**config.mk**
```make
export PLATFORM = sky130hd
export DESIGN_NAME = bus_sequencer
export DESIGN_NICKNAME = d
export VERILOG_FILES = /design/src/rtl/bseq_pkg.sv /design/src/rtl/bseq_rst_sync.sv /design/src/rtl/bseq_tstate.sv /design/src/rtl/bseq_decode.sv /design/src/rtl/bus_sequencer.sv
export SDC_FILE = /design/constraint.sdc
export NUM_CORES = 1
export LEC_CHECK = 0
export BUFFER_PORTS_ARGS = -buffer_cell sky130_fd_sc_hd__buf_4
export CORE_ASPECT_RATIO = 1.5
export CORE_MARGIN = 5
export CORE_UTILIZATION = 57
export CTS_BUF_LIST = sky130_fd_sc_hd__clkbuf_4 sky130_fd_sc_hd__clkbuf_8 sky130_fd_sc_hd__clkbuf_16
export DETAILED_ROUTE_END_ITERATION = 8
export GPL_TIMING_DRIVEN = 0
export PLACE_DENSITY = 0.79
export REMOVE_ABC_BUFFERS = 1
export SYNTH_ARGS = -nofsm -noshare
export SYNTH_HDL_FRONTEND = slang
export SYNTH_SLANG_ARGS = --single-unit
```
**constraint.sdc**
```tcl
create_clock -name clk -period 2.9 [get_ports clk]
set_input_delay 0.145 -clock clk [delete_from_list [all_inputs] [get_ports clk]]
set_output_delay 0.145 -clock clk [all_outputs]
set_load 0.01 [all_outputs]
```
**src/rtl/bseq_pkg.sv**
```systemverilog
`timescale 1ns/1ps
package bseq_pkg;
  typedef enum logic [2:0] {
    MC_OF  = 3'd0,
    MC_MR  = 3'd1,
    MC_MW  = 3'd2,
    MC_IOR = 3'd3,
    MC_IOW = 3'd4
  } mc_e;

  typedef enum logic [1:0] {
    AS_PC   = 2'd0,
    AS_HL   = 2'd1,
    AS_WZ   = 2'd2,
    AS_PORT = 2'd3
  } asel_e;

  localparam logic [7:0] OP_INC_IND = 8'h34;
  localparam logic [7:0] OP_LD_B    = 8'h06;
  localparam logic [7:0] OP_ST_DIR  = 8'h32;
  localparam logic [7:0] OP_PORT_IN = 8'hDB;
endpackage

```
**src/rtl/bseq_rst_sync.sv**
```systemverilog
`timescale 1ns/1ps
module bseq_rst_sync (
  input  logic clk,
  input  logic rst_n,
  output logic rst_q
);
  logic stage1;

  always_ff @(posedge clk or negedge rst_n) begin
    if (!rst_n) begin
      stage1 <= 1'b0;
      rst_q  <= 1'b0;
    end else begin
      stage1 <= 1'b1;
      rst_q  <= stage1;
    end
  end
endmodule

```
**src/rtl/bseq_tstate.sv**
```systemverilog
`timescale 1ns/1ps
module bseq_tstate #(
  parameter int TW = 3
) (
  input  logic          clk,
  input  logic          rst_n,
  input  logic          four,
  output logic [TW-1:0] t_q,
  output logic          last
);
  logic [TW-1:0] t_d;

  assign last = four ? (t_q == TW'(4)) : (t_q == TW'(3));

  always_comb begin
    t_d = last ? TW'(1) : t_q + TW'(1);
  end

  always_ff @(posedge clk or negedge rst_n) begin
    if (!rst_n) t_q <= TW'(1);
    else        t_q <= t_d;
  end
endmodule

```
**src/rtl/bseq_decode.sv**
```systemverilog
`timescale 1ns/1ps
module bseq_decode
  import bseq_pkg::*;
#(
  parameter int DW = 8,
  parameter int SW = 2
) (
  input  logic [DW-1:0] opc,
  input  logic [SW-1:0] step,
  output logic          valid,
  output mc_e           mc,
  output asel_e         asel
);
  always_comb begin
    valid = 1'b0;
    mc    = MC_OF;
    asel  = AS_PC;
    case (opc)
      OP_INC_IND: begin
        if (step == SW'(1)) begin valid = 1'b1; mc = MC_MR; asel = AS_HL; end
        if (step == SW'(2)) begin valid = 1'b1; mc = MC_MW; asel = AS_HL; end
      end
      OP_LD_B: begin
        if (step == SW'(1)) begin valid = 1'b1; mc = MC_MR; asel = AS_PC; end
      end
      OP_ST_DIR: begin
        if (step == SW'(1)) begin valid = 1'b1; mc = MC_MR; asel = AS_PC; end
        if (step == SW'(2)) begin valid = 1'b1; mc = MC_MR; asel = AS_PC; end
        if (step == SW'(3)) begin valid = 1'b1; mc = MC_MW; asel = AS_WZ; end
      end
      OP_PORT_IN: begin
        if (step == SW'(1)) begin valid = 1'b1; mc = MC_MR; asel = AS_PC;   end
        if (step == SW'(2)) begin valid = 1'b1; mc = MC_IOR; asel = AS_PORT; end
      end
      default: valid = 1'b0;
    endcase
  end
endmodule

```
**src/rtl/bus_sequencer.sv**
```systemverilog
`timescale 1ns/1ps
module bus_sequencer
  import bseq_pkg::*;
#(
  parameter int            DW      = 8,
  parameter int            AW      = 16,
  parameter logic [AW-1:0] PC_INIT = 16'h2000,
  parameter logic [AW-1:0] HL_INIT = 16'h4250,
  parameter logic [DW-1:0] A_INIT  = 8'hC7,
  parameter logic [DW-1:0] B_INIT  = 8'h00
) (
  input  logic             clk,
  input  logic             rst_n,
  input  logic [DW-1:0]    rd_data,
  output logic [AW-DW-1:0] addr_hi,
  output logic [DW-1:0]    ad_out,
  output logic             ale,
  output logic             rd_n,
  output logic             wr_n,
  output logic             io_m,
  output logic [2:0]       mc_type,
  output logic [2:0]       tstate,
  output logic [DW-1:0]    acc_out,
  output logic [DW-1:0]    b_out
);
  localparam int TW = 3;
  localparam int SW = 2;

  logic          rst_q;
  mc_e           mc_q, mc_d;
  asel_e         asel_q, asel_d;
  logic [SW-1:0] step_q, step_d, dec_step;
  logic [DW-1:0] opc_q, opc_d, a_q, a_d, b_q, b_d;
  logic [AW-1:0] pc_q, pc_d, hl_q, wz_q, wz_d, bus_addr;
  logic [DW-1:0] wdata;
  logic [TW-1:0] t_q;
  logic          t_last, cap_en, dec_valid, is_rd, is_wr, strobe_win;
  mc_e           dec_mc;
  asel_e         dec_asel;

  bseq_rst_sync u_rst (.clk(clk), .rst_n(rst_n), .rst_q(rst_q));

  bseq_tstate #(.TW(TW)) u_tst (
    .clk(clk), .rst_n(rst_q), .four(mc_q == MC_OF), .t_q(t_q), .last(t_last)
  );

  assign dec_step = (mc_q == MC_OF) ? SW'(1) : step_q + SW'(1);

  bseq_decode #(.DW(DW), .SW(SW)) u_dec (
    .opc(opc_q), .step(dec_step), .valid(dec_valid), .mc(dec_mc), .asel(dec_asel)
  );

  // capture enable: rising edge that closes T3
  assign cap_en = (t_q == TW'(3));

  // next-state process
  always_comb begin
    mc_d   = mc_q;
    asel_d = asel_q;
    step_d = step_q;
    opc_d  = opc_q;
    pc_d   = pc_q;
    wz_d   = wz_q;
    a_d    = a_q;
    b_d    = b_q;
    if (cap_en) begin
      case (mc_q)
        MC_OF: begin
          opc_d = rd_data;
          pc_d  = pc_q + AW'(1);
        end
        MC_MR: begin
          wz_d = {rd_data, wz_q[AW-1:DW]};
          if (asel_q == AS_PC) pc_d = pc_q + AW'(1);
          if (opc_q == OP_LD_B) b_d = rd_data;
        end
        MC_IOR: a_d = rd_data;
        default: ;
      endcase
    end
    if (t_last) begin
      if (dec_valid) begin
        mc_d   = dec_mc;
        asel_d = dec_asel;
        step_d = dec_step;
      end else begin
        mc_d   = MC_OF;
        asel_d = AS_PC;
        step_d = '0;
      end
    end
  end

  // register process
  always_ff @(posedge clk or negedge rst_q) begin
    if (!rst_q) begin
      mc_q   <= MC_OF;
      asel_q <= AS_PC;
      step_q <= '0;
      opc_q  <= '0;
      pc_q   <= PC_INIT;
      hl_q   <= HL_INIT;
      wz_q   <= '0;
      a_q    <= A_INIT;
      b_q    <= B_INIT;
    end else begin
      mc_q   <= mc_d;
      asel_q <= asel_d;
      step_q <= step_d;
      opc_q  <= opc_d;
      pc_q   <= pc_d;
      hl_q   <= hl_q;
      wz_q   <= wz_d;
      a_q    <= a_d;
      b_q    <= b_d;
    end
  end

  // address and write-data selection
  always_comb begin
    case (asel_q)
      AS_HL:   bus_addr = hl_q;
      AS_WZ:   bus_addr = wz_q;
      AS_PORT: bus_addr = {wz_q[AW-1 -: DW], wz_q[AW-1 -: DW]};
      default: bus_addr = pc_q;
    endcase
    wdata = (opc_q == OP_INC_IND) ? wz_q[AW-1 -: DW] + DW'(1) : a_q;
  end

  assign is_rd      = (mc_q == MC_OF) || (mc_q == MC_MR) || (mc_q == MC_IOR);
  assign is_wr      = (mc_q == MC_MW) || (mc_q == MC_IOW);
  assign strobe_win = (t_q == TW'(2)) || (t_q == TW'(3));

  assign ale     = (t_q == TW'(1));
  assign rd_n    = ~(strobe_win && is_rd);
  assign wr_n    = ~(strobe_win && is_wr);
  assign io_m    = (mc_q == MC_IOR) || (mc_q == MC_IOW);
  assign addr_hi = bus_addr[AW-1:DW];
  assign ad_out  = ale ? bus_addr[DW-1:0] : ((strobe_win && is_wr) ? wdata : '0);
  assign mc_type = mc_q;
  assign tstate  = t_q;
  assign acc_out = a_q;
  assign b_out   = b_q;
endmodule

```
### Yosys cells after proc, flatten, opt, wreduce, memory -nomap -nowiden

Index checks and enable logic that the tools add are counted.

* flip-flop bits (word level): 68
* input port bits: 10
* output and inout bits: 42
* word-level logic and storage cells: 79

* add/subtract/negate cells: 4
* equality and inequality tests: 19
* mux-type cells: 27
* bitwise gates (word level): 2
* reduce and logical (&&, ||, !) cells: 16

Operators by type and width (number)
* $pmux W16 S3: 1
* $pmux W16 S2: 1
* $mux W8: 3
* $add A16 B1 Y16 const B: 1
* $eq A8 B6 Y1 const B: 2
* $mux W16: 1
* $mux W2: 8
* $eq A3 B2 Y1 const B: 4
* $pmux W3 S4: 1
* $add A8 B1 Y8 const B: 1
* $eq A2 B2 Y1 const B: 4
* $eq A8 B3 Y1 const B: 1
* $eq A8 B8 Y1 const B: 1
* $mux W1: 8
* $eq A3 B1 Y1 const B: 2
* $eq A3 B3 Y1 const B: 2
* $mux W3: 2
* $pmux W2 S3: 1
* $reduce_and A2 Y1: 3
* $reduce_and A3 Y1: 2
* $logic_or A1 B1 Y1: 5
* $eq A2 B1 Y1 const B: 2
* $add A3 B1 Y3 const B: 1
* $logic_not A3 Y1: 1
* other kinds (8): 10

### Longest topological paths before layout

Gate-level depths: netlist of the first run.

* depth in word-level cells: 8
* gate-level depth with buffers: 8
* depth with buffers taken out: 7

### Modules after synthesis

From an unflattened synthesis of the first run, not the netlist that was laid out.

* cells, all modules: 334
* area total of the unflattened synthesis: 3617.2 µm²

By module, submodules not included
* bus_sequencer: instances 1, cells each 286, area each 3179.3 µm², sequential area each 1584.0 µm²
* bseq_decode: instances 1, cells each 33, area each 227.7 µm², sequential area each 0.0 µm²
* bseq_tstate: instances 1, cells each 12, area each 156.4 µm², sequential area each 76.3 µm²
* bseq_rst_sync: instances 1, cells each 3, area each 53.8 µm², sequential area each 50.0 µm²

### Worst setup path after synthesis of the first run

Ideal clock, no wire load.

* path kind: register -> register
* start: register u_tst.t_q[0]
* end: register b_q[0], in the netlist b_out[0]
* setup time: 0.125 ns
* arrival time: 1.891 ns
* data required time: 2.775 ns
* slack: 0.884 ns
* cell stages (with the launch flop): 7
* path buffers: 0
* period minus slack after synthesis: 2.016 ns
* path through: dfstp_2 -> ha_1 -> ha_1 -> and2b_2 -> nand2_1 -> nor2_2 -> mux2_2

* word-level cells in the longest chain between the ends: 2

Ends and longest elaborated chain
* from (decl): line bseq_tstate.sv:8 `output logic [TW-1:0] t_q,`
* from (signal assigned): line bseq_tstate.sv:21 `else t_q <= t_d;`
* $eq A3 B2 Y1: line bus_sequencer.sv:54 `assign cap_en = (t_q == TW'(3));`
* $reduce_and A3 Y1 (no source line)
* to (signal assigned): line bus_sequencer.sv:105 `b_q <= B_INIT;`
* to (signal assigned): line bus_sequencer.sv:115 `b_q <= b_d;`
* to (decl): line bus_sequencer.sv:33 `logic [DW-1:0] opc_q, opc_d, a_q, a_d, b_q, b_d;`

Every way passes these cells.
A chain may end at the register's enable or synchronous reset.

### Worst setup path after layout of the first run

Same ends and word-level chain as after synthesis.

==> results of run 1 <==
cells in the final DEF, fill, tap and decap left out, drive strengths merged, types with 10 or more instances in the layout:
cell type	instances
inv	13
nand2	22
ha	10
mux2	43
buf	51
xnor2	12
a22o	10
dfrtp	60
xor2	10
nor2	34
o21ai	12
worst paths after layout:
kind	from	endpoint	slack, ns	depth (start not counted)
hold / removal	rd_data[5]	wz_q[13]$_DFFE_PN0P_	0.05	2
hold reg to reg	u_rst.rst_q$_DFF_PN0_	b_out[3]$_DFFE_PN0P_	0.27	0
max in group asynchronous	u_rst.rst_q$_DFF_PN0_	acc_out[1]$_DFFE_PN1P_	1.94	1
setup reg to reg	u_tst.t_q[0]$_DFF_PN1_	b_out[0]$_DFFE_PN0P_	0.28	6
min in group asynchronous	rst_n	u_rst.rst_q$_DFF_PN0_	0.11	2
setup / recovery	u_tst.t_q[0]$_DFF_PN1_	b_out[0]$_DFFE_PN0P_	0.28	6
cells by family (layout without fill, tap and decap cells):
group,Yosys count,after routing,synth area share (%)
muxes,50,50,15.95
buffers and inverters,20,77,3.529
adders and majority gates,10,10,3.601
DFF,67,67,48.51
xor gates and xnor gates,22,22,5.545
other,2,2,0.2161
AOI/OAI and AO/OA,47,47,8.859
and+or+nand+nor,93,93,13.79
layer usage:
metal | vias to the layer above | GRT usage, % | part of all wire (%)
met5 | - | 0 | 0
li1 | 1212 | - | -
met1 | 1264 | 25.03 | 40
met3 | 18 | 5.619 | 4.4
met4 | 0 | 9.845 | 2.5
met2 | 71 | 35.60 | 54
report_power, final:
group	switching, mW	internal [mW]	leakage, nW
Clock	0.406	0.410	0.101
Sequential	0.0540	0.973	0.827
Combinational	0.0517	0.0649	0.966
Total	0.512	1.45	1.89
per-stage QoR:
stage	total power [mW]	hold WS [ns]	util (%)
after floorplan	1.104	-0.1506	-
after global placement	1.153	-0.07247	65.60
after detailed placement	1.161	-0.07039	65.96
after CTS	1.972	0.03421	69.63
after global routing	2.040	0.03181	69.63
final	1.959	0.04741	69.63
state kept, by name, indices dropped and copies added (netlist names):
name and count:
pc_q 16, wz_q 16, acc_out 8, b_out 8
opc_q 8, u_tst.t_q 3, asel_q 2, mc_type 2
step_q 2, u_rst.rst_q 1, u_rst.stage1 1
layout make-up:
| class | instances | area, um2 |
|---|---|---|
| Fill cell | 454 | 1783 |
| Sequential cell | 67 | 1687 |
| Multi-Input combinational cell | 224 | 1667 |
| Timing Repair Buffer | 52 | 405.4 |
| Clock buffer | 9 | 123.9 |
| Tap cell | 72 | 90.09 |
| Clock inverter | 7 | 81.33 |
| Inverter | 9 | 33.78 |
==> impl_metrics.toml, run 1 <==
[status]
status = "complete, no violations"

[detailed_routing]
drt_pass1_iterations = 4
routed_via_density = 5.830
route.vias.total = 2565
wl_per_cell_um = 16.66
initialDrtViolationCount = 185
drc = 0
routed_wl_um = 7332
postRouteAntennaNets = 0

[timing]
fmax_ghz = 0.3812
rsz0062_at_grt = "no"
tns_ns = 0
layout_min_cycle_time_ns = 2.623
tightest_slew_ns = 1.060
slew_violations = 0
finClkSkew_ns = 0.01106
fin_ws_ns = 0.2770
final.period_utilization_pct = 90.45
hold_violations = 0
relSlewSlack_pct = 29.34
finalSetupViolations = 0

[floorplan]
die_x_um = 73.75
coreArea_um2 = 5871
io_pins = 52
row_count = 34
die_h_um = 105.6
die_area_um2 = 7789
initial_utilization_pct = 59.19

[synth]
yosysUniqueCellTypes = 47
syn-cell-area_um2 = 3475
synth_common_cells = "dfrtp_1 (60), mux2_2 (43), nor2_1 (33)"
ys.flop_type = "dfrtp_1"
ys_seq_area_share_pct = 48.51
yosys_register_bits = 67
synth_top_area_share_pct = 43.21
yosysMostFrequentCell = "dfrtp_1"
synth-edff-count = 0
netlist_instances = 311
yosysTopAreaCell = "dfrtp_1"
synth_area_leaders = "dfrtp_1 (43%), mux2_2 (14%), dfstp_2 (5.3%), ha_1 (3.6%), nor2_1 (3.6%)"
avgSynthCellArea_um2 = 11.17
yosysWarnings = 0
async_reset_ff_share_pct = 100.0

[clocking]
cts_setup_buffers = 0
htree_levels = 3
cts_made_buffers = 9
cts_tree = "built"
postCtsHoldBufs = 1
cts_root_buf = "clkbuf_8"
cts_resized = 0
path_clk_slew_ns = 0.08
clock_latency_ns = 0.36
clockBufferDepth = 2
cts.sinks = 67

[hold_path]
hp-class = "in2reg"

[finish]
antennaDiodeCount = 0
stdcell_count = 440
area_growth_pct = 17.64
final_nets = 383
drive_gt1_share_pct = 34.78
finalInstanceArea_um2 = 4088

[global_route]
grt_max_degree = 42
first_global_vias = 2683
antenna_found_initial = 0
grt_usage_pct = 21.34
grt-ovfl-total = 0
grt_pass1_wl_um = 12830

[flow_run]
maxCapViolCount = 0

[setup_path]
crit_chain = "ha_1 -> ha_1 -> and2b_2 -> nand2_1 -> nor2_2 -> mux2_2"
critPathMaxFanout = 18
cp-end-kind = "flop"
slowest_stage = "dfstp_2"
crit_required_ns = 3.15
worstSetupStartpointType = "flop"
path_common_cell = "ha_1"
slowest_delay_ns = 0.57
criticalPathCategory = "reg2reg"
crit_buf_inv = 0
worstPathArrival_ns = 2.87
critPathTopFamily = "simple AND/OR/NAND/NOR gates"

[placed_design]
place.gp.congestion = 0.8230
dpl_cell_area_um2 = 3872
dp.cells = 423
place_ws_ns = 0.2436
portBuffers = 50
dp_hpwl_um = 5435

[pwr]
max-vdd-ir-drop_mv = 0.3896
power_density_nw_per_um2 = 479.3
leakage_nw = 1.894
Note: power is estimated with default switching activity, not from simulation.
==> run 2: changes to the inputs <==
Settings changed: ABC_AREA set to 1, PLACE_DENSITY 0.79 to 0.78.
==> impl_metrics.toml, run 2 <==
[status]
status = "complete, no violations"

[timing]
hold_violations = 0
tightest_slew_ns = 0.8463
fmax_ghz = 0.4221
relSlewSlack_pct = 43.58
tns_ns = 0
finClkSkew_ns = 0.005507
layout_min_cycle_time_ns = 2.369
slew_violations = 0
finalSetupViolations = 0
final.period_utilization_pct = 81.70
rsz0062_at_grt = "no"
fin_ws_ns = 0.5308

[finish]
antennaDiodeCount = 0
area_growth_pct = 18.24
final_nets = 536
reg.largest.list = "pc_q (16), wz_q (16)"
drive_gt1_share_pct = 18.81
final_cell_mix = "nand2_1 (134), dfrtp_1 (59), o21ai_0 (58)"
final_common_cell = "nand2_1"

[global_route]
grt-ovfl-total = 0
grt_usage_pct = 24.56
grt_pass1_wl_um = 15150
grt_max_degree = 66
first_global_vias = 3256
antenna_found_initial = 0

[detailed_routing]
drc = 0
postRouteAntennaNets = 0
drt_pass1_iterations = 5
initialDrtViolationCount = 178
routed_wl_um = 9049
route.vias.total = 3247
routed_via_density = 5.457
wl_per_cell_um = 15.21

[pwr]
leakage_nw = 2.225
power_density_nw_per_um2 = 483.0
max-vdd-ir-drop_mv = 0.4456
finalPower_mw = 2.088

[setup_path]
cp-end-kind = "flop"
regToRegStartpoint = "u_tst.t_q[0]$_DFF_PN1_"
crit_required_ns = 3.14
r2r-end = "wz_q[6]$_DFFE_PN0P_"
worstSetupStartpointType = "flop"
rrSetupSlack_ns = 0.53
critPathLaunch = "u_tst.t_q[0]$_DFF_PN1_"
critPathMaxFanout = 31
r2r_cells = 6
criticalPathCategory = "reg2reg"
worstPathArrival_ns = 2.61

[flow_run]
maxCapViolCount = 0

[synth]
synth-edff-count = 0
yosysTopAreaCell = "dfrtp_1"
avgSynthCellArea_um2 = 7.896
yosysMostFrequentCell = "nand2_1"
yosys_register_bits = 67
synth_area_leaders = "dfrtp_1 (41%), nand2_1 (14%), o21ai_0 (7.9%), inv_1 (5.9%), dfstp_2 (5.0%)"
synth_common_cells = "nand2_1 (134), dfrtp_1 (60), o21ai_0 (58)"
synth_top_area_share_pct = 41.07
netlist_instances = 463
yosysUniqueCellTypes = 35
yosysWarnings = 0
ys.flop_type = "dfrtp_1"
syn-cell-area_um2 = 3656
ys_seq_area_share_pct = 46.10
async_reset_ff_share_pct = 100.0

[clocking]
path_clk_slew_ns = 0.08
htree_levels = 3
cts.sinks = 67
cts_made_buffers = 9
clock_latency_ns = 0.35
cts_tree = "built"
cts_setup_buffers = 0
cts_root_buf = "clkbuf_8"
clockBufferDepth = 2

[placed_design]
dp_hpwl_um = 6764
portBuffers = 50
place.gp.congestion = 0.9080
place_ws_ns = 0.5903

[floorplan]
die_x_um = 75.39
coreArea_um2 = 6218
io_pins = 52
die_h_um = 108.1
initial_utilization_pct = 58.79
die_area_um2 = 8149
row_count = 35

[hold_path]
holdPathEnd = "acc_out[7]$_DFFE_PN1P_"
hold_depth = 3
hp-class = "in2reg"
min_from = "rd_data[7]"
run 2: report_power, final:
group,switching (mW),internal (mW)
sequential,0.0455,0.963
combinational,0.0659,0.0504
clock,0.386,0.578
run 2: kinds of logic after synthesis:
group,share of synthesized area (%)
XOR/XNOR,3.114
flip-flops,46.10
AND/OR/NAND/NOR,25.29
buffers and inverters,8.008
AO/OA/AOI/OAI,13.55
multiplexers,0.3080
adder cells (fa/ha/maj),3.422
other,0.2054
run 2: critical path, cell delays in order (launching register included):
cell and delay, ns:
dfstp_2 0.57, ha_1 0.16, ha_1 0.21, inv_1 0.13, nor2_4 0.19, nand2_1 0.52, mux2_2 0.47
run 2: cell type report:
| cell class | count | area, um2 |
|---|---|---|
| Multi-Input combinational cell | 326 | 1678 |
| Fill cell | 537 | 1896 |
| Clock buffer | 9 | 123.9 |
| Inverter | 61 | 230.2 |
| Tap cell | 74 | 92.59 |
| Sequential cell | 67 | 1689 |
| Timing Repair Buffer | 51 | 385.4 |
| Clock inverter | 7 | 123.9 |
run 2: metal layers:
layer | global-route usage (%) | routed length (um)
met1 | 27.48 | 3470
met2 | 43.14 | 4773
met3 | 5.023 | 416
met4 | 11.63 | 389
met5 | 0 | 0
run 2: worst max-delay path by stage:
stage,to,slack (ns),cells after the start
after floorplan,wz_q[6]$_DFFE_PN0P_,0.90,6
after CTS,wz_q[6]$_DFFE_PN0P_,0.55,6
after global placement,pc_q[3]$_DFFE_PN0P_,0.16,0
after detailed placement,wz_q[6]$_DFFE_PN0P_,0.59,6
final,wz_q[6]$_DFFE_PN0P_,0.53,6
after global routing,wz_q[6]$_DFFE_PN0P_,0.36,6
run 2: timing repair:
action	in CTS	in global routing
hold buffers	1	0
gates resized for setup	0	0
hold endpoints to repair	2	0
run 2: through the flow:
| step | hold WS (ns) | cells | utilization (%) | cell area [um2] |
|---|---|---|---|---|
| 4_1_cts | 0.08641 | 595 | 69.52 | 4323 |
| 3_3_place_gp | -0.07324 | 578 | 65.31 | 4061 |
| 6_report | 0.09420 | 595 | 69.52 | 4323 |
| 3_5_place_dp | -0.07057 | 578 | 65.37 | 4065 |
| 5_1_grt | 0.09010 | 595 | 69.52 | 4323 |
| 2_1_floorplan | -0.1506 | 454 | - | 3593 |
==> run 3: changes to the inputs <==
Clock period 2.9 ns to 2.25 ns, I/O delays scaled along.
==> impl_metrics.toml, run 3 (same netlist as run 2, synthesis figures left out) <==
[pwr]
power_frac_clock_pct = 46.2
power_density_nw_per_um2 = 621.8
internal-power_mw = 2.051
seqPwrFrac_pct = 48.2
leakage_nw = 2.227
finalPower_mw = 2.694
swShare_pct = 23.88
max-vdd-ir-drop_mv = 0.5750
pwr-share-comb_pct = 5.6
switchingPower_uw = 643.4

[floorplan]
row_count = 35
coreArea_um2 = 6218
die_h_um = 108.1
io_pins = 52
initial_utilization_pct = 58.79
die_area_um2 = 8149
die_x_um = 75.39

[timing]
relSlewSlack_pct = 44.57
fin_ws_ns = 0.1294
finClkSkew_ns = 0.005721
final.period_utilization_pct = 94.25
finalSetupViolations = 0
fmax_ghz = 0.4716
hold_violations = 0
layout_min_cycle_time_ns = 2.121
slew_violations = 0
tightest_slew_ns = 0.8314

[clocking]
cts.sinks = 67
cts_made_buffers = 9
htree_levels = 3
clockBufferDepth = 2
path_clk_slew_ns = 0.08
cts_tree = "built"
clock_latency_ns = 0.34
cts_root_buf = "clkbuf_8"

[placed_design]
place.gp.congestion = 0.9080
dp.cells = 578
place_ws_ns = -0.05972
dp_hpwl_um = 6764
portBuffers = 50

[global_route]
grt.met2_usage_pct = 43.14
grt_usage_pct = 24.56
grtUsageMet3_pct = 5.023
grt_pass1_wl_um = 15150
first_global_vias = 3256
gr-max-usage-layer = "met2"
grt_max_degree = 66
grt-ovfl-total = 0
antenna_found_initial = 0
met1_usage_pct = 27.48

[hold_path]
min_from = "rd_data[7]"
hp-class = "in2reg"

[setup_path]
crit_chain = "ha_1 -> inv_1 -> nor2_2 -> o21ai_0 -> o21ai_0 -> buf_4"
critPathLaunch = "u_tst.t_q[0]$_DFF_PN1_"
crit_required_ns = 2.14
criticalPathCategory = "reg2out"
worstPathArrival_ns = 2.01
slowest_stage = "dfstp_2"
cp-end-kind = "output port"
regToRegStartpoint = "u_tst.t_q[0]$_DFF_PN1_"
worstSetupStartpointType = "flop"
path_common_cell = "o21ai_0"
slowest_delay_ns = 0.58
rrSetupSlack_ns = 0.17
critPathMaxFanout = 6

[finish]
stdcell_count = 595
nFillCells = 533
antennaDiodeCount = 0
final_nets = 536
drive_gt1_share_pct = 19.39
reg.largest.list = "pc_q (16), wz_q (16)"
final_common_cell = "nand2_1"
final_cell_mix = "nand2_1 (133), dfrtp_1 (59), o21ai_0 (58)"
area_growth_pct = 18.51

[detailed_routing]
wl_per_cell_um = 15.18
route.vias.total = 3169
initialDrtViolationCount = 196
drt_pass1_iterations = 4
routed_wl_um = 9031
postRouteAntennaNets = 0
drc = 0
routed_via_density = 5.326

[status]
status = "complete, no violations"

[flow_run]
maxCapViolCount = 0
-- run 3: cell types whose count changed in the layout (fill, tap and decap cells not counted) --
cell     change
nand2_1      -1
nor2_1       -1
nor3_1       -1
nor2_2       +1
nor3_2       +1
nand2_2      +1
-- run 3: worst paths after layout --
kind | endpoint | cells past startpoint
worst min register to register | u_rst.rst_q$_DFF_PN0_ | 0
worst min-delay path | acc_out[7]$_DFFE_PN1P_ | 3
min in group asynchronous | u_rst.rst_q$_DFF_PN0_ | 2
max in group asynchronous | pc_q[14]$_DFFE_PN0P_ | 0
worst max-delay path | ad_out[1] | 6
worst max register to register | wz_q[6]$_DFFE_PN0P_ | 6
-- run 3: final cells by class --
type | instances | area, um2 | share of cell area [%]
inverters | 61 | 230.2 | 5.313
well taps | 74 | 92.59 | 2.137
clock inverters | 7 | 123.9 | 2.859
repair buffers | 51 | 385.4 | 8.894
clock buffers | 9 | 123.9 | 2.859
multi-input cells | 326 | 1688 | 38.95
flip-flops and latches | 67 | 1689 | 38.98
-- run 3: metrics by stage --
step           hold slack (ns)  cell area, um2  util, %  setup TNS [ns]
6_report               0.06277            4333    69.68               0
5_1_grt                0.05760            4333    69.68        -0.05543
4_1_cts                0.05391            4325    69.56               0
3_5_place_dp           -0.1031            4065    65.37        -0.05972
3_3_place_gp           -0.1057            4061    65.31          -28.12
2_1_floorplan          -0.1831            3593        -               0
-- run 3: routing by layer --
| layer | wire length (um) | share of wire, % |
|---|---|---|
| met1 | 3502 | 39 |
| met5 | 0 | 0 |
| met3 | 364 | 4.0 |
| met2 | 4901 | 54 |
| met4 | 262 | 2.9 |
-- run 3: power groups by stage --
stage / sequential [mW] / clock, mW / combinational, mW
after floorplan: 1.31 / 0 / 0.0865
after detailed placement: 1.32 / 0 / 0.147
after global placement: 1.32 / 0 / 0.142
final: 1.30 / 1.25 / 0.150
after CTS: 1.30 / 1.27 / 0.151
after global routing: 1.31 / 1.31 / 0.170
-- run 3: critical path, delay by kind of cell (launching register included) --
kind / cells / cell delay (ns)
and+or+nand+nor: 1 / 0.28
adders and majority gates: 1 / 0.24
AOI/OAI and AO/OA: 2 / 0.33
buffers and inverters: 2 / 0.24
DFF: 1 / 0.58
-- run 3: repair_timing --
item / 4_1_cts / 5_1_grt
setup buffers: 0 / 0
endpoints found under the hold margin: 2 / 0
endpoints found under the setup margin: 2 / 9
hold buffers: 1 / 0
resized for setup: 1 / 2
